**src/rtl/xbus_pkg.sv**
```systemverilog
package xbus_pkg;

   typedef enum logic [2:0] {
      PH_IDLE = 3'd0,
      PH_ADDR = 3'd1,
      PH_TURN = 3'd2,
      PH_STRB = 3'd3,
      PH_GAP  = 3'd4
   } phase_e;

   localparam logic [1:0] WAIT_LONG = 2'b11;

   // extra strobe cycles beyond the first for a wait code
   function automatic logic [1:0] strobe_extra(input logic [1:0] code);
      case (code)
         2'b00:   return 2'd0;
         2'b01:   return 2'd1;
         default: return 2'd2;
      endcase
   endfunction

endpackage

```
**src/rtl/xbus_cfg_regs.sv**
```systemverilog
module xbus_cfg_regs #(
   parameter int DATA_W = 8,
   parameter int MASK_W = 3
) (
   input  logic              clk,
   input  logic              rst_n,
   input  logic              we,
   input  logic              sel,
   input  logic [DATA_W-1:0] wdata,
   output logic [DATA_W-1:0] rdata,
   output logic              if_en,
   output logic [1:0]        wait_lo,
   output logic [1:0]        wait_hi,
   output logic [MASK_W-1:0] hi_mask,
   output logic              keep_en
);

   if (DATA_W != 8) begin : g_bad_width
      $error("xbus_cfg_regs: register layout needs DATA_W == 8");
   end
   if (MASK_W > 4) begin : g_bad_mask
      $error("xbus_cfg_regs: mask field must fit below bit 7");
   end

   always_ff @(posedge clk or negedge rst_n) begin
      if (!rst_n) begin
         if_en   <= 1'b0;
         wait_lo <= 2'b00;
         wait_hi <= 2'b00;
         hi_mask <= '0;
         keep_en <= 1'b0;
      end else if (we) begin
         if (sel) begin
            if_en   <= wdata[7];
            wait_hi <= wdata[3:2];
            wait_lo <= wdata[1:0];
         end else begin
            keep_en <= wdata[7];
            hi_mask <= wdata[MASK_W-1:0];
         end
      end
   end

   always_comb begin
      rdata = '0;
      if (sel) begin
         rdata[7]   = if_en;
         rdata[3:2] = wait_hi;
         rdata[1:0] = wait_lo;
      end else begin
         rdata[7]          = keep_en;
         rdata[MASK_W-1:0] = hi_mask;
      end
   end

   // unused bit positions never read back as one
   assert_reserved_zero_R2: assert property (@(posedge clk) disable iff (!rst_n)
      sel ? (rdata[6:4] == 3'b000) : (rdata[6:MASK_W] == '0));

endmodule

```
**src/rtl/xbus_hi_port.sv**
```systemverilog
module xbus_hi_port #(
   parameter int HI_W   = 8,
   parameter int MASK_W = 3
) (
   input  logic              clk,
   input  logic              rst_n,
   input  logic              if_en,
   input  logic [MASK_W-1:0] hi_mask,
   input  logic [HI_W-1:0]   addr_hi,
   output logic [HI_W-1:0]   hi_own,
   output logic [HI_W-1:0]   hi_o
);

   if ((1 << MASK_W) > HI_W) begin : g_bad_mask
      $error("xbus_hi_port: mask range exceeds port width");
   end

   localparam int CW = MASK_W + 2;

   logic [CW-1:0] used_bits;
   assign used_bits = CW'(HI_W) - CW'(hi_mask);

   for (genvar i = 0; i < HI_W; i++) begin : g_pin
      assign hi_own[i] = if_en && (CW'(i) < used_bits);
      assign hi_o[i]   = hi_own[i] & addr_hi[i];
   end

   // pins kept equals width minus mask while enabled
   assert_own_count_R9: assert property (@(posedge clk) disable iff (!rst_n)
      if_en |-> ($countones(hi_own) == HI_W - int'(hi_mask)));
   // disabled interface hands every pin back
   assert_release_all_R10: assert property (@(posedge clk) disable iff (!rst_n)
      !if_en |-> (hi_o == '0));

endmodule

```
**src/rtl/xbus_keeper.sv**
```systemverilog
module xbus_keeper #(
   parameter int DATA_W = 8
) (
   input  logic              clk,
   input  logic              rst_n,
   input  logic              keep_en,
   input  logic              ad_oe,
   input  logic [DATA_W-1:0] ad_o,
   output logic              keep_on,
   output logic [DATA_W-1:0] keep_val
);

   always_ff @(posedge clk or negedge rst_n) begin
      if (!rst_n)     keep_val <= '0;
      else if (ad_oe) keep_val <= ad_o;
   end

   assign keep_on = keep_en & ~ad_oe;

   // held level does not move while nothing drives the bus
   assert_keep_stable_R11: assert property (@(posedge clk) disable iff (!rst_n)
      (!ad_oe && $past(!ad_oe)) |-> $stable(keep_val));

endmodule

```
**src/rtl/xbus_seq.sv**
```systemverilog
module xbus_seq
   import xbus_pkg::*;
#(
   parameter int ADDR_W = 16,
   parameter int DATA_W = 8
) (
   input  logic              clk,
   input  logic              rst_n,
   input  logic              if_en,
   input  logic [1:0]        wait_lo,
   input  logic [1:0]        wait_hi,
   input  logic [ADDR_W-1:0] upper_base,
   input  logic              req_valid,
   input  logic              req_write,
   input  logic [ADDR_W-1:0] req_addr,
   input  logic [DATA_W-1:0] req_wdata,
   output logic              req_ready,
   output logic              req_done,
   output logic [DATA_W-1:0] req_rdata,
   input  logic [DATA_W-1:0] ad_i,
   output logic              ale,
   output logic              rd_n,
   output logic              wr_n,
   output logic [DATA_W-1:0] ad_o,
   output logic              ad_oe,
   output logic [ADDR_W-DATA_W-1:0] addr_hi
);

   localparam int HI_W = ADDR_W - DATA_W;

   phase_e            st;
   logic [1:0]        cnt;
   logic [1:0]        code_q;
   logic              wr_q;
   logic [ADDR_W-1:0] addr_q;
   logic [DATA_W-1:0] wdata_q;

   assign req_ready = if_en && (st == PH_IDLE);

   always_ff @(posedge clk or negedge rst_n) begin
      if (!rst_n) begin
         st        <= PH_IDLE;
         cnt       <= 2'd0;
         code_q    <= 2'b00;
         wr_q      <= 1'b0;
         addr_q    <= '0;
         wdata_q   <= '0;
         req_done  <= 1'b0;
         req_rdata <= '0;
      end else begin
         req_done <= 1'b0;
         case (st)
            PH_IDLE: if (req_valid && if_en) begin
               wr_q    <= req_write;
               addr_q  <= req_addr;
               wdata_q <= req_wdata;
               code_q  <= (req_addr >= upper_base) ? wait_hi : wait_lo;
               st      <= PH_ADDR;
            end
            PH_ADDR: st <= PH_TURN;
            PH_TURN: begin
               cnt <= strobe_extra(code_q);
               st  <= PH_STRB;
            end
            PH_STRB: begin
               if (cnt == 2'd0) begin
                  req_done <= 1'b1;
                  if (!wr_q) req_rdata <= ad_i;
                  st <= (code_q == WAIT_LONG) ? PH_GAP : PH_IDLE;
               end else begin
                  cnt <= cnt - 2'd1;
               end
            end
            PH_GAP:  st <= PH_IDLE;
            default: st <= PH_IDLE;
         endcase
      end
   end

   always_comb begin
      ale   = (st == PH_ADDR);
      rd_n  = !((st == PH_STRB) && !wr_q);
      wr_n  = !((st == PH_STRB) &&  wr_q);
      ad_oe = (st == PH_ADDR) || (wr_q && ((st == PH_TURN) || (st == PH_STRB)));
      ad_o  = (st == PH_ADDR) ? addr_q[DATA_W-1:0] : wdata_q;
   end

   assign addr_hi = addr_q[ADDR_W-1 -: HI_W];

   // strobes are mutually exclusive
   assert_strobe_excl_R3: assert property (@(posedge clk) disable iff (!rst_n)
      !(!rd_n && !wr_n));
   // latch enable lasts exactly one cycle and no strobe follows at once
   assert_ale_pulse_R3: assert property (@(posedge clk) disable iff (!rst_n)
      ale |=> (!ale && rd_n && wr_n));
   // completion only right after a strobe cycle
   assert_done_after_strobe_R7: assert property (@(posedge clk) disable iff (!rst_n)
      req_done |-> $past(!rd_n || !wr_n));
   // idle gap lasts one cycle
   assert_gap_one_R5: assert property (@(posedge clk) disable iff (!rst_n)
      (st == PH_GAP) |=> (st == PH_IDLE));

endmodule

```
**src/rtl/xbus_ctrl.sv**
```systemverilog
module xbus_ctrl #(
   parameter int ADDR_W = 16,
   parameter int DATA_W = 8,
   parameter int MASK_W = 3
) (
   input  logic              clk,
   input  logic              rst_n,
   input  logic              reg_we,
   input  logic              reg_sel,
   input  logic [DATA_W-1:0] reg_wdata,
   output logic [DATA_W-1:0] reg_rdata,
   input  logic [ADDR_W-1:0] upper_base,
   input  logic              req_valid,
   input  logic              req_write,
   input  logic [ADDR_W-1:0] req_addr,
   input  logic [DATA_W-1:0] req_wdata,
   output logic              req_ready,
   output logic              req_done,
   output logic [DATA_W-1:0] req_rdata,
   output logic              ale,
   output logic              rd_n,
   output logic              wr_n,
   output logic [DATA_W-1:0] ad_o,
   output logic              ad_oe,
   input  logic [DATA_W-1:0] ad_i,
   output logic [ADDR_W-DATA_W-1:0] hi_o,
   output logic [ADDR_W-DATA_W-1:0] hi_own,
   output logic              keep_on,
   output logic [DATA_W-1:0] keep_val
);

   localparam int HI_W = ADDR_W - DATA_W;

   if (HI_W < 1) begin : g_bad_addr
      $error("xbus_ctrl: address must be wider than data");
   end

   logic              if_en;
   logic [1:0]        wait_lo;
   logic [1:0]        wait_hi;
   logic [MASK_W-1:0] hi_mask;
   logic              keep_en;
   logic [HI_W-1:0]   addr_hi;

   xbus_cfg_regs #(.DATA_W(DATA_W), .MASK_W(MASK_W)) u_regs (
      .clk(clk), .rst_n(rst_n), .we(reg_we), .sel(reg_sel),
      .wdata(reg_wdata), .rdata(reg_rdata), .if_en(if_en),
      .wait_lo(wait_lo), .wait_hi(wait_hi), .hi_mask(hi_mask),
      .keep_en(keep_en));

   xbus_seq #(.ADDR_W(ADDR_W), .DATA_W(DATA_W)) u_seq (
      .clk(clk), .rst_n(rst_n), .if_en(if_en), .wait_lo(wait_lo),
      .wait_hi(wait_hi), .upper_base(upper_base), .req_valid(req_valid),
      .req_write(req_write), .req_addr(req_addr), .req_wdata(req_wdata),
      .req_ready(req_ready), .req_done(req_done), .req_rdata(req_rdata),
      .ad_i(ad_i), .ale(ale), .rd_n(rd_n), .wr_n(wr_n), .ad_o(ad_o),
      .ad_oe(ad_oe), .addr_hi(addr_hi));

   xbus_hi_port #(.HI_W(HI_W), .MASK_W(MASK_W)) u_hi (
      .clk(clk), .rst_n(rst_n), .if_en(if_en), .hi_mask(hi_mask),
      .addr_hi(addr_hi), .hi_own(hi_own), .hi_o(hi_o));

   xbus_keeper #(.DATA_W(DATA_W)) u_keep (
      .clk(clk), .rst_n(rst_n), .keep_en(keep_en), .ad_oe(ad_oe),
      .ad_o(ad_o), .keep_on(keep_on), .keep_val(keep_val));

   // no strobe while the interface is off and idle
   assert_disabled_quiet_R10: assert property (@(posedge clk) disable iff (!rst_n)
      (!if_en && !req_ready && $past(!if_en) && !ale && !ad_oe) |-> (rd_n && wr_n) || !$past(!if_en));

endmodule

```
**config.mk**
```make
export PLATFORM = sky130hd
export DESIGN_NAME = xbus_ctrl
export DESIGN_NICKNAME = d
export VERILOG_FILES = /design/src/rtl/xbus_pkg.sv /design/src/rtl/xbus_cfg_regs.sv /design/src/rtl/xbus_hi_port.sv /design/src/rtl/xbus_keeper.sv /design/src/rtl/xbus_seq.sv /design/src/rtl/xbus_ctrl.sv
export SDC_FILE = /design/constraint.sdc
export NUM_CORES = 1
export LEC_CHECK = 0
export BUFFER_PORTS_ARGS = -buffer_cell sky130_fd_sc_hd__buf_4
export CORE_UTILIZATION = 40
export CTS_CLUSTER_SIZE = 20
export DETAILED_ROUTE_END_ITERATION = 8
export MAX_ROUTING_LAYER = met4
export PLACE_DENSITY = 0.67
export SLEW_MARGIN = 20
export SYNTH_ARGS = -nofsm -noshare
export SYNTH_HDL_FRONTEND = slang
export SYNTH_SLANG_ARGS = --single-unit
```
**constraint.sdc**
```tcl
create_clock -name clk -period 3.8 [get_ports clk]
set_clock_uncertainty 0.15 [all_clocks]
set_input_delay 0.19 -clock clk [delete_from_list [all_inputs] [get_ports clk]]
set_output_delay 0.19 -clock clk [all_outputs]
set_load 0.005 [all_outputs]
```
==> flow_metrics.env, run 1 <==
export IMPL_worstPathRequired_ns=3.46
export IMPL_first_global_vias=2491
export IMPL_syn_area_mm2=0.003073
export IMPL_synthToLayoutAreaGrowth_pct=48.74
export IMPL_synth_warning_count=0
export IMPL_crit_type="reg2out"
export IMPL_hpwl_mm=5.042
export IMPL_power_switching_mw=0.8704
export IMPL_post_route_drc_count=0
export IMPL_slew_viol_final=0
export IMPL_timing_hold_worst_start="req_valid"
export IMPL_share_of_the_synthesized_area_in_the_top_cell_type_pct=47.23
export IMPL_hold_class="in2reg"
export IMPL_clockBufferDepth=2
export IMPL_drt_iter0_drcs=66
export IMPL_power_switching_fraction_pct=30.10
export IMPL_fin_tns_setup_ns=0
export IMPL_finalHoldViolCount=0
export IMPL_clock_power_share_pct=21.3
export IMPL_arrival_ns=2.17
export IMPL_die_width_um=89.65
export IMPL_number_of_register_bits_inferred_by_synthesis=58
export IMPL_port_buffers=110
export IMPL_post_cts_hold_buffer_count=39
export IMPL_syn_area_per_cell_um2=11.51
export IMPL_seq_power_share_pct=36.7
export IMPL_via_cell_ratio=4.788
export IMPL_setup_worst_path_start_class="flip-flop"
export IMPL_cts_resized_gates=0
export IMPL_routed_via_count=2504
export IMPL_grt_util_all_layers_pct=19.32
export IMPL_floorplan_initialDensity_pct=41.92
export IMPL_grt_overflow=0
export IMPL_htree_num_levels=3
export IMPL_timing_max_cap_violations=0
export IMPL_total_leakage_power_nw=2.253
export IMPL_antenna_violations_before_repair=0
export IMPL_clkTransAtPathRegs_ns=0.07
export IMPL_fmaxAchievable_mhz=398.9
export IMPL_first_pass_iters=4
export IMPL_fp_row_count=31
export IMPL_ys_top_cells_by_area="sky130_fd_sc_hd__dfrtp_1 (47%), sky130_fd_sc_hd__mux2_2 (21%), sky130_fd_sc_hd__ha_1 (7.3%)"
export IMPL_power_ir_vdd_worst_uv=439.2
export IMPL_grt_pass1_wl_mm=11.36
export IMPL_post_route_cells_drive_above_1_share_pct=45.28
export IMPL_critical_path_reg2reg_startpoint="u_seq.st[1]"
export IMPL_p_int_mw=2.021
export IMPL_clock_insertion_delay_worst_skew_ns=0.33
export IMPL_grt_start_max_net_pins=59
export IMPL_pin_count=117
export IMPL_finalCriticalPeriod_ns=2.507
export IMPL_post_cts_repair_setup_buffers=0
export IMPL_diodes=0
export IMPL_unrepaired_setup_endpoints_after_global_routing="no"
export IMPL_asyncSetResetFlopFracSynth_pct=100.0
export IMPL_power_combinational_fraction_pct=42.0
export IMPL_synth_cell_types=38
export IMPL_final_setup_worst_slack_ns=1.293
export IMPL_worst_case_hold_slack_ns=0.03654
export IMPL_numClockSinks=58
export IMPL_core_area_mm2=0.007331
export IMPL_post_synth_edffs=0
export IMPL_tritoncts="built"
export IMPL_yosysSeqAreaShare_pct=47.23
export IMPL_synthFlopType="sky130_fd_sc_hd__dfrtp_1"
export IMPL_die_area_mm2=0.008037
export IMPL_finalWeightedCongestion=0.8066
export IMPL_critPathCaptureType="primary output"
export IMPL_cellPowerDensity_mw_per_mm2=632.6
export IMPL_route_detailed_wl_per_inst_um=13.41
export IMPL_outcome="finished clean"
export IMPL_fin_nets=499
export IMPL_route_antenna_remaining_nets=0
export IMPL_relative_slew_margins_pct=39.77
export IMPL_drt_total_wl_mm=7.013
export IMPL_synth_cells=267
export IMPL_critPathLaunch="u_seq.st[2]"
export IMPL_yosysTopAreaCell="sky130_fd_sc_hd__dfrtp_1"
export IMPL_cts_buffers=9
export IMPL_root_buffer="sky130_fd_sc_hd__clkbuf_8"
export IMPL_post_place_ws_ns=1.560
export IMPL_die_h_um=89.65
export IMPL_least_margin_pin_slew_ns=0.8996
export IMPL_fin_crit_sh_pct=65.97
export IMPL_setup_violations=0
export IMPL_critPathMaxFanout=10
## cell families after synthesis
logic type,Yosys count,synth area share (%)
fa+ha+maj,18,7.329
simple gates,66,12.21
other cells,1,0.1220
compound gates,32,6.393
flops,58,47.23
buf+inv,33,5.171
mux,59,21.54
## worst max-delay path, cell delays in order, from the launching register on
cell and delay [ns]:
sky130_fd_sc_hd__dfrtp_1 0.48, sky130_fd_sc_hd__nor3b_2 0.78, sky130_fd_sc_hd__mux2_2 0.43, sky130_fd_sc_hd__buf_4 0.14
## stage by stage
step           util (%)  total power [mW]  cell area [µm²]  std cells
5_1_grt           62.35             3.113             4571        523
3_5_place_dp      54.05             2.265             3963        468
3_3_place_gp      54.05             2.222             3963        468
6_report          62.35             2.891             4571        523
2_1_floorplan         -             1.723             3080        269
4_1_cts           62.35             2.931             4571        523
## cells in the final DEF (no fill, tap or decap), types with 3 or more instances in the layout
| cell type | synthesis | final |
|---|---|---|
| sky130_fd_sc_hd__buf_4 | 4 | 110 |
| sky130_fd_sc_hd__dfrtp_1 | 58 | 58 |
| sky130_fd_sc_hd__mux2_2 | 57 | 57 |
| sky130_fd_sc_hd__dlygate4sd3_1 | 0 | 39 |
| sky130_fd_sc_hd__inv_1 | 23 | 23 |
| sky130_fd_sc_hd__nand2_1 | 20 | 20 |
| sky130_fd_sc_hd__ha_1 | 18 | 18 |
| sky130_fd_sc_hd__o21ai_0 | 12 | 12 |
| sky130_fd_sc_hd__and2_1 | 11 | 11 |
| sky130_fd_sc_hd__a21oi_1 | 11 | 11 |
| sky130_fd_sc_hd__clkbuf_8 | 1 | 9 |
| sky130_fd_sc_hd__nor2_1 | 6 | 6 |
| sky130_fd_sc_hd__nand2b_1 | 4 | 4 |
| sky130_fd_sc_hd__nand3_1 | 4 | 4 |
| sky130_fd_sc_hd__nor2b_1 | 3 | 3 |
| sky130_fd_sc_hd__or2_2 | 3 | 3 |
| sky130_fd_sc_hd__conb_1 | 1 | 3 |
## flip-flops by register name, summed over array words and instances, names as in the netlist, 3 cells and up
register and flops:
u_keep.keep_val 8, u_seq.st 3, u_seq.addr_q 16, u_seq.wdata_q 8, u_seq.req_rdata 8, u_regs.hi_mask 3
## area by class of cell
cell class	count	area, µm²
clock buffer	9	123.9
inverter	23	86.33
sequential	58	1451
fill	619	2760
clock inverter	7	93.84
tap	99	123.9
timing repair buffer	149	1216
multi-input combinational	178	1475
## cell usage after synthesis, types with 2 or more instances
cell,n
sky130_fd_sc_hd__mux2_2,57
sky130_fd_sc_hd__dfrtp_1,58
sky130_fd_sc_hd__nor2_1,6
sky130_fd_sc_hd__nand2_1,20
sky130_fd_sc_hd__mux2i_1,2
sky130_fd_sc_hd__and2_1,11
sky130_fd_sc_hd__nor2b_1,3
sky130_fd_sc_hd__and3_1,2
sky130_fd_sc_hd__nand3_1,4
sky130_fd_sc_hd__buf_4,4
sky130_fd_sc_hd__nor3b_1,2
sky130_fd_sc_hd__or2_2,3
sky130_fd_sc_hd__nand4_1,2
sky130_fd_sc_hd__a221o_1,2
sky130_fd_sc_hd__and3_2,2
sky130_fd_sc_hd__a21oi_1,11
sky130_fd_sc_hd__inv_1,23
sky130_fd_sc_hd__buf_2,2
sky130_fd_sc_hd__o21ai_0,12
sky130_fd_sc_hd__ha_1,18
sky130_fd_sc_hd__clkbuf_1,2
sky130_fd_sc_hd__nand2b_1,4
sky130_fd_sc_hd__a31oi_1,2
## metal layers
layer | wire [µm] | global-route usage, % | vias up
met2 | 3575 | 30.99 | 80
li1 | - | - | 1230
met1 | 2913 | 23.74 | 1183
met3 | 418 | 5.941 | 11
met4 | 106 | 5.051 | 0
met5 | 0 | - | -
## power groups by stage
stage	Sequential, mW	Clock (mW)	Combinational [mW]
detailed placement	1.07	0	1.19
floorplan	1.03	0	0.695
finish	1.06	0.616	1.22
global placement	1.06	0	1.17
CTS	1.06	0.640	1.23
global route	1.10	0.658	1.35
## final timing paths
| path | to | slack, ns | cells after the start |
|---|---|---|---|
| worst max-delay path | ad_o[7] | 1.29 | 3 |
| worst min-delay path | u_seq.st[0] | 0.04 | 3 |
| worst max register to register | u_seq.req_rdata[2] | 1.57 | 5 |
| worst min register to register | u_seq.addr_q[0] | 0.34 | 2 |
| max in group asynchronous | u_seq.addr_q[13] | 2.69 | 2 |
| min in group asynchronous | u_seq.req_rdata[0] | 0.30 | 2 |
Power figures use the tool's default switching activity.
==> run 2, diff against run 1 <==
--- a/config.mk
+++ b/config.mk
@@ -10,7 +10,7 @@
 export CTS_CLUSTER_SIZE = 20
 export DETAILED_ROUTE_END_ITERATION = 8
 export MAX_ROUTING_LAYER = met4
-export PLACE_DENSITY = 0.67
+export PLACE_DENSITY = 0.7
 export SLEW_MARGIN = 20
 export SYNTH_ARGS = -nofsm -noshare
 export SYNTH_HDL_FRONTEND = slang
==> constraint.sdc (replaced) <==
create_clock -name clk -period 2.13 [get_ports clk]
set_clock_uncertainty 0.15 [all_clocks]
set_input_delay 0.1065 -clock clk [delete_from_list [all_inputs] [get_ports clk]]
set_output_delay 0.1065 -clock clk [all_outputs]
set_load 0.005 [all_outputs]
==> run 2 against run 1 <==
  * Total power increased by 77%
  * Die area stayed put
  * Worst setup slack worse by 1.2 ns
  * Design area up 1.5%
  * Critical path depth grew 5
  * Via count rose by 2.1%
  * Wire length rose by 6.5%
  * Critical endpoint is now u_seq.code_q[0]
  * Largest cell class unchanged
==> flow_metrics.env, run 2 (synthesis gave the netlist of run 1 again) <==
export IMPL_power_switching_fraction_pct=30.89
export IMPL_synthToLayoutAreaGrowth_pct=50.90
export IMPL_cellPowerDensity_mw_per_mm2=1103
export IMPL_die_h_um=89.65
export IMPL_setup_worst_path_start_class="input pin"
export IMPL_hpwl_mm=5.229
export IMPL_route_antenna_remaining_nets=0
export IMPL_first_pass_iters=4
export IMPL_ff2ff_path_depth=6
export IMPL_via_cell_ratio=4.823
export IMPL_diodes=0
export IMPL_p_int_mw=3.533
export IMPL_rr_endpoint="u_seq.req_rdata[3]"
export IMPL_max_flop_register="u_seq.addr_q"
export IMPL_pin_count=117
export IMPL_hold_class="in2reg"
export IMPL_post_route_cells_drive_above_1_share_pct=47.56
export IMPL_slew_viol_final=0
export IMPL_fp_row_count=31
export IMPL_grt_util_all_layers_pct=19.54
export IMPL_worstPathRequired_ns=2.19
export IMPL_floorplan_initialDensity_pct=41.92
export IMPL_grt_overflow=0
export IMPL_clkTransAtPathRegs_ns=0.06
export IMPL_mostFrequentLayoutCell="sky130_fd_sc_hd__buf_4"
export IMPL_grt_pass1_wl_mm=11.42
export IMPL_fin_crit_sh_pct=95.19
export IMPL_power_ir_vdd_worst_uv=608.9
export IMPL_arrival_ns=2.08
export IMPL_post_route_drc_count=0
export IMPL_commonest_cells_after_routing_fill_and_taps_aside="sky130_fd_sc_hd__buf_4 (116), sky130_fd_sc_hd__mux2_2 (57), sky130_fd_sc_hd__dfrtp_1 (57)"
export IMPL_numClockSinks=58
export IMPL_port_buffers=110
export IMPL_drt_total_wl_mm=7.466
export IMPL_fmaxAchievable_mhz=493.2
export IMPL_setup_violations=0
export IMPL_seq_power_share_pct=36.9
export IMPL_tritoncts="built"
export IMPL_route_detailed_wl_per_inst_um=14.09
export IMPL_least_margin_pin_slew_ns=0.7431
export IMPL_finalHoldViolCount=0
export IMPL_timing_critical_path_slowest_stage_cell="sky130_fd_sc_hd__dlygate4sd3_1"
export IMPL_total_power_mw=5.112
export IMPL_htree_num_levels=3
export IMPL_clockBufferDepth=2
export IMPL_max_ffs_per_register=16
export IMPL_finalWeightedCongestion=0.7661
export IMPL_crit_type="in2reg"
export IMPL_critPathMaxFanout=3
export IMPL_finalCriticalPeriod_ns=2.028
export IMPL_worst_path_dominant_cell_family="buffers and inverters"
export IMPL_worst_case_hold_slack_ns=0.07743
export IMPL_cts_buffers=9
export IMPL_power_combinational_fraction_pct=44.2
export IMPL_fin_nets=506
export IMPL_crit_path_max_incr_delay_ns=0.53
export IMPL_power_switching_mw=1.579
export IMPL_total_leakage_power_nw=2.286
export IMPL_path_depth=8
export IMPL_timing_max_cap_violations=0
export IMPL_root_buffer="sky130_fd_sc_hd__clkbuf_8"
export IMPL_critPathCaptureType="flip-flop"
export IMPL_worstSetupEndpoint="u_seq.code_q[0]"
export IMPL_outcome="finished clean"
export IMPL_grt_start_max_net_pins=59
export IMPL_drt_iter0_drcs=121
export IMPL_antenna_violations_before_repair=0
export IMPL_first_global_vias=2490
export IMPL_critPathLaunch="req_addr[7]"
export IMPL_relative_slew_margins_pct=50.46
export IMPL_clock_insertion_delay_worst_skew_ns=0.32
export IMPL_die_width_um=89.65
export IMPL_die_area_mm2=0.008037
export IMPL_clock_power_share_pct=18.9
export IMPL_crit_path_buf_inv_count=2
export IMPL_core_area_mm2=0.007331
export IMPL_critical_path_reg2reg_startpoint="u_seq.st[1]"
export IMPL_r2r_setup_slack_ns=0.19
export IMPL_crit_path_cell_trace="dlygate4sd3_1 -> buf_4 -> ha_1 -> nand2_1 -> nor4_2 -> a32oi_2 -> and3_1 -> a221o_1"
export IMPL_routed_via_count=2556
==> run 2: area by class of cell <==
cell class              count  area [µm²]
multi-input cells         178        1518
clock inverters             6       57.56
repair buffers            156        1271
flip-flops and latches     58        1453
inverters                  23       86.33
fillers                   615        2694
well taps                  99       123.9
clock buffers              10       127.6
==> run 2: tightest hold or removal path: cells and delay by family <==
family                 cells  cell delay (ns)
and+or+nand+nor            2             0.19
buffers and inverters      1             0.13
AOI/OAI and AO/OA          1             0.07
==> run 2: layer usage <==
layer | up-vias | track usage, % | part of all wire (%) | wire (µm)
li1 | 1247 | - | - | -
met2 | 75 | 31.54 | 52 | 3860
met3 | 7 | 5.302 | 4.8 | 358
met5 | - | - | 0 | 0
met4 | 0 | 6.494 | 1.2 | 87
met1 | 1227 | 23.72 | 42 | 3159
==> run 2: worst min path at each step <==
stage / depth (start not counted) / endpoint / slack, ns / from
after floorplan: 0 / u_keep.keep_val[0] / -0.34 / rst_n
after global placement: 1 / u_seq.req_rdata[7] / 0.07 / rst_n
after detailed placement: 1 / u_seq.req_rdata[0] / 0.08 / rst_n
after CTS: 4 / u_regs.hi_mask[0] / 0.07 / reg_sel
after global routing: 4 / u_regs.hi_mask[0] / 0.09 / reg_sel
final: 4 / u_regs.hi_mask[0] / 0.08 / reg_sel
==> run 2: through the flow <==
| step | utilization [%] | setup WS [ns] | instance area [µm²] | TNS, ns | instances |
|---|---|---|---|---|---|
| after floorplan | - | 0.3367 | 3080 | 0 | 269 |
| after global placement | 54.46 | 0.1626 | 3993 | 0 | 472 |
| after detailed placement | 54.46 | 0.1302 | 3993 | 0 | 472 |
| after CTS | 62.76 | 0.009425 | 4601 | 0 | 530 |
| after global routing | 63.25 | -0.02250 | 4637 | -0.06214 | 530 |
| final | 63.25 | 0.1024 | 4637 | 0 | 530 |
==> run 2: repair_timing <==
action | 4_1_cts | 5_1_grt
hold buffers | 40 | 0
buffers inserted | 2 | 0
endpoints found under the setup margin | 9 | 11
cloned | 0 | 0
resized for setup | 5 | 8
hold endpoints to repair | 101 | 0
pin swaps | 1 | 0
==> run 2: power groups by stage <==
stage	combinational (mW)	clock, mW	sequential (mW)
after detailed placement	2.18	0	1.90
after floorplan	1.24	0	1.83
after CTS	2.26	0.997	1.88
after global placement	2.13	0	1.88
after global routing	2.49	1.04	1.95
final	2.26	0.967	1.89
